<file path="src/rtl/tmr_pkg.sv">
package tmr_pkg;
    localparam int OFS_CTRL  = 'h0;
    localparam int OFS_CNTLO = 'h4;
    localparam int OFS_CNTHI = 'h8;
    localparam int OFS_CMP   = 'hC;

    localparam int BIT_FLAG  = 0;
    localparam int BIT_EN    = 4;

    // encoding is {enable, flag}
    typedef enum logic [1:0] {
        CH_OFF   = 2'b00,
        CH_HELD  = 2'b01,
        CH_ARMED = 2'b10,
        CH_HIT   = 2'b11
    } ch_state_t;
endpackage

</file>
<file path="src/rtl/tmr_counter.sv">
module tmr_counter #(
    parameter int unsigned CNT_W = 64,
    parameter int unsigned LO_W  = 32,
    parameter logic [CNT_W-1:0] INIT_COUNT = '0
) (
    input  logic            clk,
    input  logic            rst_n,
    input  logic            tick,
    output logic [LO_W-1:0] cnt_lo,
    output logic [CNT_W-LO_W-1:0] cnt_hi,
    output logic [LO_W-1:0] lo_next
);
    localparam int unsigned HI_W = CNT_W - LO_W;

    logic [LO_W-1:0] lo_q;
    logic [HI_W-1:0] hi_q;
    logic            carry;

    assign carry   = &lo_q;
    assign lo_next = lo_q + LO_W'(1);
    assign cnt_lo  = lo_q;
    assign cnt_hi  = hi_q;

    always_ff @(posedge clk) begin
        if (!rst_n) begin
            lo_q <= INIT_COUNT[LO_W-1:0];
            hi_q <= INIT_COUNT[CNT_W-1:LO_W];
        end else if (tick) begin
            lo_q <= lo_next;
            if (carry) hi_q <= hi_q + HI_W'(1);
        end
    end

    AST_HOLD_NO_TICK: assert property (@(posedge clk) disable iff (!rst_n)
        !tick |=> ($stable(lo_q) && $stable(hi_q)));
    AST_STEP_ONE: assert property (@(posedge clk) disable iff (!rst_n)
        (tick && !carry) |=> (lo_q == $past(lo_q) + LO_W'(1) && $stable(hi_q)));
    AST_CARRY_SAME_EDGE: assert property (@(posedge clk) disable iff (!rst_n)
        (tick && carry) |=> (lo_q == '0 && hi_q == $past(hi_q) + HI_W'(1)));
endmodule

</file>
<file path="src/rtl/tmr_cmp_fsm.sv">
module tmr_cmp_fsm
    import tmr_pkg::*;
#(
    parameter int unsigned LO_W = 32
) (
    input  logic            clk,
    input  logic            rst_n,
    input  logic            tick,
    input  logic [LO_W-1:0] lo_next,
    input  logic [LO_W-1:0] cmp_val,
    input  logic            ctl_wr,
    input  logic            wr_en_bit,
    input  logic            wr_clr_bit,
    output logic            en,
    output logic            flag,
    output logic            irq
);
    ch_state_t state_q, state_n;
    logic      hit, en_n, flag_n;

    // the match uses the enable held before any write in this cycle
    assign hit = state_q[1] && tick && (lo_next == cmp_val);

    always_comb begin
        en_n   = ctl_wr ? wr_en_bit : state_q[1];
        flag_n = hit || (state_q[0] && !(ctl_wr && wr_clr_bit));
        unique case ({en_n, flag_n})
            2'b00:   state_n = CH_OFF;
            2'b01:   state_n = CH_HELD;
            2'b10:   state_n = CH_ARMED;
            default: state_n = CH_HIT;
        endcase
    end

    always_ff @(posedge clk) begin
        if (!rst_n) state_q <= CH_OFF;
        else        state_q <= state_n;
    end

    always_comb begin
        unique case (state_q)
            CH_OFF:   begin en = 1'b0; flag = 1'b0; irq = 1'b0; end
            CH_HELD:  begin en = 1'b0; flag = 1'b1; irq = 1'b0; end
            CH_ARMED: begin en = 1'b1; flag = 1'b0; irq = 1'b0; end
            default:  begin en = 1'b1; flag = 1'b1; irq = 1'b1; end
        endcase
    end

    AST_HIT_SETS_FLAG: assert property (@(posedge clk) disable iff (!rst_n)
        hit |=> flag);
    AST_OFF_NO_SET: assert property (@(posedge clk) disable iff (!rst_n)
        (!flag && !en) |=> !flag);
    AST_FLAG_STICKY: assert property (@(posedge clk) disable iff (!rst_n)
        (flag && !(ctl_wr && wr_clr_bit)) |=> flag);
    AST_EN_FROM_WRITE: assert property (@(posedge clk) disable iff (!rst_n)
        ctl_wr |=> (en == $past(wr_en_bit)));
    AST_MATCH_BEATS_CLEAR: assert property (@(posedge clk) disable iff (!rst_n)
        (hit && ctl_wr && wr_clr_bit) |=> flag);
endmodule

</file>
<file path="src/rtl/tmr_regmux.sv">
module tmr_regmux
    import tmr_pkg::*;
#(
    parameter int unsigned ADDR_W = 4,
    parameter int unsigned DATA_W = 32,
    parameter int unsigned HI_W   = 32
) (
    input  logic [ADDR_W-1:0] addr,
    input  logic              en,
    input  logic              flag,
    input  logic [DATA_W-1:0] cnt_lo,
    input  logic [HI_W-1:0]   cnt_hi,
    input  logic [DATA_W-1:0] cmp_val,
    output logic [DATA_W-1:0] rdata
);
    always_comb begin
        rdata = '0;
        if (addr == ADDR_W'(OFS_CTRL)) begin
            rdata[BIT_FLAG] = flag;
            rdata[BIT_EN]   = en;
        end else if (addr == ADDR_W'(OFS_CNTLO)) begin
            rdata = cnt_lo;
        end else if (addr == ADDR_W'(OFS_CNTHI)) begin
            rdata = DATA_W'(cnt_hi);
        end else if (addr == ADDR_W'(OFS_CMP)) begin
            rdata = cmp_val;
        end
    end
endmodule

</file>
<file path="src/rtl/cmp_timer.sv">
module cmp_timer
    import tmr_pkg::*;
#(
    parameter int unsigned ADDR_W = 4,
    parameter int unsigned DATA_W = 32,
    parameter int unsigned CNT_W  = 64,
    parameter logic [CNT_W-1:0] INIT_COUNT = '0
) (
    input  logic              clk,
    input  logic              rst_n,
    input  logic              tick,
    input  logic [ADDR_W-1:0] bus_addr,
    input  logic              bus_we,
    input  logic [DATA_W-1:0] bus_wdata,
    output logic [DATA_W-1:0] bus_rdata,
    output logic              irq
);
    localparam int unsigned HI_W = CNT_W - DATA_W;

    logic [DATA_W-1:0] cnt_lo, lo_next, cmp_q;
    logic [HI_W-1:0]   cnt_hi;
    logic              en, flag, ctl_wr, cmp_wr;

    assign ctl_wr = bus_we && (bus_addr == ADDR_W'(OFS_CTRL));
    assign cmp_wr = bus_we && (bus_addr == ADDR_W'(OFS_CMP));

    always_ff @(posedge clk) begin
        if (!rst_n)      cmp_q <= '0;
        else if (cmp_wr) cmp_q <= bus_wdata;
    end

    tmr_counter #(.CNT_W(CNT_W), .LO_W(DATA_W), .INIT_COUNT(INIT_COUNT)) u_cnt (
        .clk(clk), .rst_n(rst_n), .tick(tick),
        .cnt_lo(cnt_lo), .cnt_hi(cnt_hi), .lo_next(lo_next)
    );

    tmr_cmp_fsm #(.LO_W(DATA_W)) u_fsm (
        .clk(clk), .rst_n(rst_n), .tick(tick),
        .lo_next(lo_next), .cmp_val(cmp_q),
        .ctl_wr(ctl_wr), .wr_en_bit(bus_wdata[BIT_EN]), .wr_clr_bit(bus_wdata[BIT_FLAG]),
        .en(en), .flag(flag), .irq(irq)
    );

    tmr_regmux #(.ADDR_W(ADDR_W), .DATA_W(DATA_W), .HI_W(HI_W)) u_mux (
        .addr(bus_addr), .en(en), .flag(flag),
        .cnt_lo(cnt_lo), .cnt_hi(cnt_hi), .cmp_val(cmp_q),
        .rdata(bus_rdata)
    );

    AST_CMP_LOAD: assert property (@(posedge clk) disable iff (!rst_n)
        cmp_wr |=> (cmp_q == $past(bus_wdata)));
    AST_CMP_KEEP: assert property (@(posedge clk) disable iff (!rst_n)
        !cmp_wr |=> $stable(cmp_q));
endmodule

</file>
<file path="config.mk">
export PLATFORM = sky130hd
export DESIGN_NAME = cmp_timer
export DESIGN_NICKNAME = d
export VERILOG_FILES = /design/src/rtl/tmr_pkg.sv /design/src/rtl/tmr_counter.sv /design/src/rtl/tmr_cmp_fsm.sv /design/src/rtl/tmr_regmux.sv /design/src/rtl/cmp_timer.sv
export SDC_FILE = /design/constraint.sdc
export NUM_CORES = 1
export LEC_CHECK = 0
export BUFFER_PORTS_ARGS = -buffer_cell sky130_fd_sc_hd__buf_2
export CAP_MARGIN = 25
export CORE_MARGIN = 2
export CORE_UTILIZATION = 45
export CTS_BUF_LIST = sky130_fd_sc_hd__clkbuf_4 sky130_fd_sc_hd__clkbuf_8
export CTS_CLUSTER_SIZE = 8
export DETAILED_ROUTE_END_ITERATION = 12
export PLACE_DENSITY = 0.67
export SETUP_SLACK_MARGIN = 0.3
export SYNTH_ARGS = -nofsm -noshare
export SYNTH_HDL_FRONTEND = slang
export SYNTH_HIERARCHICAL = 1
export SYNTH_SLANG_ARGS = --single-unit
</file>
<file path="constraint.sdc">
create_clock -name clk -period 2.5 [get_ports clk]
set_input_delay 0.25 -clock clk [delete_from_list [all_inputs] [get_ports clk]]
set_output_delay 0.25 -clock clk [all_outputs]
set_load 0.01 [all_outputs]
</file>
==> metrics.md, run 1 <==
| Metric | Value |
|---|---|
| Nets | `853` |
| Total Neg Setup Slack | `0 ns` |
| Launch point of the critical path | `u_cnt/cnt_lo[6]` |
| WP data arrival | `2.52 ns` |
| Clock net sink count | `98` |
| Flops & latches, synth | `98` |
| DR vias | `5,610` |
| Area fraction of the dominant cell type after synthesis | `31.8%` |
| Switching power summed over all nets | `731 µW` |
| Wire length of the first global-routing pass | `27,300 µm` |
| Seq/Total Area, Yosys | `31.8%` |
| Worst Skew | `0.0155 ns` |
| Worst-path cell with the longest stage delay | `or3_2` |
| Startpoint class of the critical path | `flop` |
| Result of the run | `complete, no violations` |
| Relative slew slack | `58.0%` |
| Commonest non-fill, non-tap cell in the layout | `nand2_1` |
| Pwr/cell area | `421 nW/µm²` |
| Endpoints failing hold | `0` |
| Global route overflow | `0` |
| Total number of placement rows | `42` |
| Crit-path max FO | `8` |
| Antenna Nets Post-Route | `0` |
| Fraction of the core area covered by cells at the end of the flow | `54.3%` |
| Vias in the first global route | `5,232` |
| Unrepaired setup endpoints after global routing | `yes` |
| Cells after synthesis | `734` |
| Kind of path behind the tightest hold check | `input pin to flop` |
| Most common cell type on the critical path | `buf_4` |
| CTS tree | `done` |
| Max-cap violations | `0` |
| Sequential share of power | `51.9%` |
| Slack of the worst reg-to-reg path | `0.29 ns` |
| Hold path start | `bus_wdata[29]` |
| Total placed cells including tap cells | `961` |
| Largest stage delay on the critical path | `0.44 ns` |
| Fraction of layout cells with a size suffix above 1 | `23.6%` |
| DRC marker count from the first detailed-route iteration | `475` |
| Worst setup EP type | `flop` |
| Area of the mapped netlist | `6180 µm²` |
| Half-perimeter wire length after detailed placement | `12,500 µm` |
| Clock power share | `39.1%` |
| Antenna fix cells | `0` |
| Number of buffers created by CTS | `9` |
| Most used cells in the layout excluding fill and tap cells | `nand2_1, dfxtp_1, buf_2` |
| Synthesized area per cell | `8.42 µm²` |
| Largest net degree at the start of global routing | `61` |
| Cell depth of the worst setup path | `8` |
| LEAKAGE | `2.84 nW` |
| Net count of the mapped netlist | `776` |
| Async SR Flop Fraction | `0%` |
| Cell class contributing the biggest share of worst-path delay | `simple AND/OR/NAND/NOR gates` |
| Antenna violations before repair | `0` |
| Combinational share of power | `9.0%` |
| Area of the core | `13,300 µm²` |
| Endpoint of the worst setup timing path | `u_cnt/cnt_hi[17]` |
| Ranking of synthesized cells by area | `dfxtp_1, mux2i_1, xnor2_1, nand2_1, xor2_1` |
| Sum of routed wire length over all layers | `17,300 µm` |
| Yosys Warn Count | `6` |
| Distinct cell type count of the synthesized netlist | `41` |
| Die Wd | `121 µm` |
| Critical path data required time | `2.82 ns` |
| Number of buffers and inverters on the critical path | `3` |
| End of the worst register-to-register path | `u_cnt/cnt_hi[17]` |
| Total track usage | `23.7%` |
| Clock transition time at the flip-flop clock pins of the worst setup and hold paths | `0.09 ns` |
| Residual DRC | `0` |
| Worst vdd rail ir drop | `293 µV` |
| Fin crit share | `88.3%` |
| Cell Int Power | `2.32 mW` |
| Clock period minus worst slack | `2.21 ns` |
| Number of primary I/O pins | `73` |
| Max Buffers Root-to-Sink | `2` |
| Number of synthesized flops with an enable pin | `0` |
| Buffer cell driving the clock tree root | `clkbuf_8` |
| Average wire per cell in the routed design | `17.5 µm` |
| Cell accounting for the most synthesized area | `dfxtp_1` |
| Primary FF master, synth | `dfxtp_1` |
| Port Buf Inserts | `72` |
| Die Y | `121 µm` |
| Critical path cell sequence | `nand4_4, buf_4, nor4_4, buf_6, nand4_1, buf_4, or3_2, a21oi_1` |
| Initial Utilization | `46.3%` |
| RR Startpoint | `u_cnt/cnt_lo[6]` |
| Area overhead of the layout relative to synthesis | `17.2%` |
| H-tree depth reported by CTS | `3` |
| DIE AREA | `14,700 µm²` |
| Pin slew with the least headroom to its limit | `0.625 ns` |
| Number of iterations in the first detailed-routing pass | `4` |
| Max-slew violations | `0` |
| Source-to-sink clock delay at the later pin of the worst-skew pair | `0.38 ns` |
| Setup-violating endpoint count in the final report | `0` |
| Avg Vias per Cell | `5.66` |
| Final instance count without filler cells | `991` |
| Proportion of total power due to net switching | `24.0%` |
| Worst reg-to-reg path cell count | `8` |
| Category of the critical setup timing path | `flop to flop` |
| RePlAce Congestion | `0.926` |
| Highest Clock Rate | `0.453 GHz` |
flip-flops by register name, summed over array words and instances, names as in the netlist, named ones only:
name,flops
u_fsm/state_q,1
u_cnt/cnt_hi,32
u_cnt/cnt_lo,32
cmp_q,32
per-stage QoR:
stage / total power, mW / hold WS (ns) / instance area [µm²] / setup WS (ns)
after floorplan: 1.80 / 0.368 / 6260 / 0.233
after global placement: 1.87 / 0.470 / 6750 / 0.117
after detailed placement: 1.88 / 0.480 / 6750 / 0.0400
after CTS: 3.05 / 0.0948 / 7030 / 0.107
after global routing: 3.16 / 0.105 / 7240 / 0.192
final: 3.05 / 0.107 / 7240 / 0.292
cells by family after synthesis:
group	synth area share, %
adders and majority gates	0.405
DFF	31.8
buffers and inverters	6.56
muxes	11.3
and+or+nand+nor	25.3
xor gates and xnor gates	13.6
AOI/OAI and AO/OA	11.1
Yosys cell counts (4+ instances only):
cell type / number
nand3_1: 26
xnor2_1: 59
xor2_1: 37
clkbuf_1: 16
buf_2: 24
a211oi_1: 30
buf_4: 4
nor4_1: 7
or4_1: 5
o21a_1: 7
and2_1: 10
and3_1: 11
or3_2: 5
o31ai_1: 4
and4_1: 7
mux2i_1: 65
nor3_1: 9
a21oi_1: 54
nand2_1: 101
dfxtp_1: 98
or3_1: 15
nand4_1: 35
nor2_1: 43
buf_6: 5
o21ai_0: 20
inv_1: 6
tightest hold or removal path, stage by stage:
cell,delay [ns]
buf_2,0.10
nand2_1,0.04
mux2i_1,0.05
layout make-up:
type	count	area (µm²)
fillers	1223	6110
flip-flops and latches	98	2000
clock buffers	13	166
clock inverters	2	60.1
inverters	6	22.5
repair buffers	124	816
multi-input cells	572	3960
well taps	176	220
power by group through the flow:
stage | combinational, mW | clock (mW) | sequential [mW]
floorplan | 0.182 | 0 | 1.62
global route | 0.297 | 1.28 | 1.58
global placement | 0.252 | 0 | 1.62
finish | 0.274 | 1.19 | 1.58
detailed placement | 0.257 | 0 | 1.62
CTS | 0.258 | 1.21 | 1.58
per-layer routing:
metal / share of wire (%) / vias up / routed length (µm) / GRT usage [%]
met5: 0 / - / 0 / 0
met4: 2.8 / 0 / 478 / 9.55
met3: 5.6 / 35 / 976 / 3.90
met2: 45 / 184 / 7760 / 36.3
met1: 47 / 2651 / 8100 / 33.3
li1: - / 2740 / - / -
worst min path at each step:
stage / endpoint / slack, ns / depth (start not counted)
final: cmp_q[29] / 0.11 / 3
after CTS: cmp_q[12] / 0.09 / 3
after global placement: u_cnt/cnt_hi[31] / 0.47 / 2
after floorplan: u_cnt/cnt_hi[30] / 0.37 / 1
after global routing: cmp_q[12] / 0.11 / 3
after detailed placement: cmp_q[13] / 0.48 / 2
timing repair:
action	in CTS	in global routing
hold buffers	0	0
gates resized for setup	6	29
setup buffers	4	10
pin swaps	0	15
setup endpoints to repair	15	19
Note: power is estimated with default switching activity, not from simulation.
==> run 2: changes to the inputs <==
Settings changed: BUFFER_PORTS_ARGS -buffer_cell sky130_fd_sc_hd__buf_2 to not set, DONT_BUFFER_PORTS set to 1, PLACE_DENSITY 0.67 to not set, RECOVER_POWER set to 25.
==> run 2 against run 1 <==
Against the previous run:
- cell area is 1.1% lower
- clock-buffer cell count is 3 lower
- hold slack worse by 0.10 ns
- critical path depth is 3 higher
- sequential power hardly changed
- critical endpoint is now u_fsm/state_q[0]
- clock power hardly changed
==> metrics.md, run 2 (same netlist as run 1, synthesis figures left out) <==
| Metric | Value |
|---|---|
| Combinational share of power | `6.7%` |
| Worst setup EP type | `flop` |
| Critical path cell sequence | `buf_6, nand3_4, nor4_4, and2_4, nand2_1, xnor2_1, xnor2_1, nand4_1, nor4_2, nand3_1, nand2_1` |
| Number of iterations in the first detailed-routing pass | `5` |
| Total track usage | `23.3%` |
| DR vias | `5,421` |
| Number of primary I/O pins | `73` |
| Total placed cells including tap cells | `882` |
| Total number of placement rows | `42` |
| Cell Int Power | `2.24 mW` |
| Die Y | `121 µm` |
| Avg Vias per Cell | `5.74` |
| Worst-path cell with the longest stage delay | `dfxtp_4` |
| Commonest non-fill, non-tap cell in the layout | `nand2_1` |
| Vias in the first global route | `4,908` |
| DRC marker count from the first detailed-route iteration | `451` |
| Result of the run | `complete, no violations` |
| Most used cells in the layout excluding fill and tap cells | `nand2_1, dfxtp_1, mux2i_1` |
| WP data arrival | `2.60 ns` |
| Critical path data required time | `2.84 ns` |
| Pin slew with the least headroom to its limit | `1.26 ns` |
| Average wire per cell in the routed design | `18.2 µm` |
| Largest stage delay on the critical path | `0.40 ns` |
| Max Buffers Root-to-Sink | `2` |
| Clock net sink count | `98` |
| Endpoints failing hold | `0` |
| End of the worst register-to-register path | `u_fsm/state_q[0]` |
| Antenna violations before repair | `0` |
| Fin crit share | `90.0%` |
| Switching power summed over all nets | `712 µW` |
| LEAKAGE | `2.62 nW` |
| Half-perimeter wire length after detailed placement | `11,900 µm` |
| Antenna Nets Post-Route | `0` |
| Worst slack after detailed placement | `-0.0108 ns` |
| Unrepaired setup endpoints after global routing | `yes` |
| Residual DRC | `0` |
| Sequential share of power | `53.5%` |
| Finished Cell Area | `7160 µm²` |
| Hold path start | `rst_n` |
| Cell area reported after detailed placement | `6300 µm²` |
| Area overhead of the layout relative to synthesis | `16.0%` |
| Die Wd | `121 µm` |
| Antenna fix cells | `0` |
| Pwr/cell area | `412 nW/µm²` |
| Worst setup margin | `0.249 ns` |
| Highest Clock Rate | `0.444 GHz` |
| Total Neg Setup Slack | `0 ns` |
| Max-slew violations | `0` |
| Buffer cell driving the clock tree root | `clkbuf_8` |
| H-tree depth reported by CTS | `3` |
| Port Buf Inserts | `0` |
| Proportion of total power due to net switching | `24.1%` |
| Seq. cell area | `2000 µm²` |
| Hold_ws | `0.00673 ns` |
| Final instance count without filler cells | `944` |
| Relative slew slack | `16.1%` |
| Largest net degree at the start of global routing | `65` |
| Worst Skew | `0.0113 ns` |
| Kind of path behind the tightest hold check | `input pin to flop` |
| Number of buffers created by CTS | `9` |
| RePlAce Congestion | `0.916` |
| Clock transition time at the flip-flop clock pins of the worst setup and hold paths | `0.10 ns` |
| Clock period minus worst slack | `2.25 ns` |
| Crit-path max FO | `6` |
| Global route overflow | `0` |
| Startpoint class of the critical path | `flop` |
| Wire length of the first global-routing pass | `26,500 µm` |
| Category of the critical setup timing path | `flop to flop` |
| Multi-input logic area | `4030 µm²` |
| End of the worst hold path | `cmp_q[6]` |
| RR Startpoint | `u_cnt/cnt_lo[0]` |
| Number of stages on the worst hold path | `2` |
| Source-to-sink clock delay at the later pin of the worst-skew pair | `0.40 ns` |
| Area of the core | `13,300 µm²` |
| CTS tree | `done` |
| Fillers | `1,256` |
| Sum of routed wire length over all layers | `17,200 µm` |
| Slack of the worst reg-to-reg path | `0.25 ns` |
| Initial Utilization | `46.3%` |
| Setup-violating endpoint count in the final report | `0` |
| DIE AREA | `14,700 µm²` |
| Nets | `805` |
| Worst reg-to-reg path cell count | `11` |
| Max-cap violations | `0` |
| Fraction of layout cells with a size suffix above 1 | `16.1%` |
| Worst vdd rail ir drop | `295 µV` |
| Clock power share | `39.8%` |
[run 2: cell count changes in the layout (fill, tap and decap cells not counted), sizes merged]
cell / before / now
clkinvlp: 0 / 3
buf: 124 / 46
dlygate4sd3: 0 / 27
clkinv: 0 / 1
[run 2: power groups by stage]
stage | Combinational, mW | Sequential [mW] | Clock, mW
floorplan | 0.182 | 1.62 | 0
global placement | 0.141 | 1.62 | 0
detailed placement | 0.145 | 1.62 | 0
CTS | 0.184 | 1.58 | 1.20
global route | 0.213 | 1.58 | 1.26
finish | 0.197 | 1.58 | 1.18
[run 2: how the worst max path moves through the flow]
stage | startpoint | to | slack (ns) | cells after the start
after floorplan | u_cnt/cnt_lo[7] | u_fsm/state_q[0] | 0.23 | 12
after global placement | u_cnt/cnt_lo[1] | u_fsm/state_q[0] | 0.14 | 11
after CTS | u_cnt/cnt_lo[7] | u_fsm/state_q[0] | 0.28 | 10
after detailed placement | u_cnt/cnt_lo[1] | u_fsm/state_q[0] | -0.01 | 11
after global routing | u_cnt/cnt_lo[9] | u_fsm/state_q[0] | 0.16 | 10
final | u_cnt/cnt_lo[0] | u_fsm/state_q[0] | 0.25 | 11
[run 2: per-stage QoR]
step	util, %	total power, mW
floorplan	-	1.80
global placement	47.2	1.76
detailed placement	47.2	1.77
CTS	51.4	2.97
global route	53.7	3.06
finish	53.7	2.95
[run 2: what timing repair did]
action / CTS / global route
pin swaps: 7 / 29
hold endpoints to repair: 33 / 1
buffers inserted: 3 / 15
endpoints found under the setup margin: 11 / 24
gates resized for setup: 18 / 33
hold buffers: 26 / 1
[run 2: critical path, delay by kind of cell (launching register included)]
family	cells	cell delay [ns]
DFF	1	0.40
buffers and inverters	1	0.11
xor gates and xnor gates	2	0.38
and+or+nand+nor	8	1.31
[run 2: routing by layer]
| metal | vias to the layer above | wire length [µm] | global-route usage [%] | share of wire, % |
|---|---|---|---|---|
| met4 | 0 | 402 | 8.19 | 2.3 |
| met3 | 31 | 882 | 3.67 | 5.1 |
| met1 | 2595 | 8050 | 32.7 | 47 |
| li1 | 2647 | - | - | - |
| met2 | 148 | 7870 | 36.3 | 46 |
| met5 | - | 0 | 0 | 0 |
[run 2: final cells by class]
cell class                      instances  area share [%]
Tap cell                              176            3.07
Clock buffer                           10            1.83
Sequential cell                        98            27.9
Timing Repair Buffer                   76            9.43
Clock inverter                          6            1.27
Inverter                                6           0.314
Multi-Input combinational cell        572            56.2
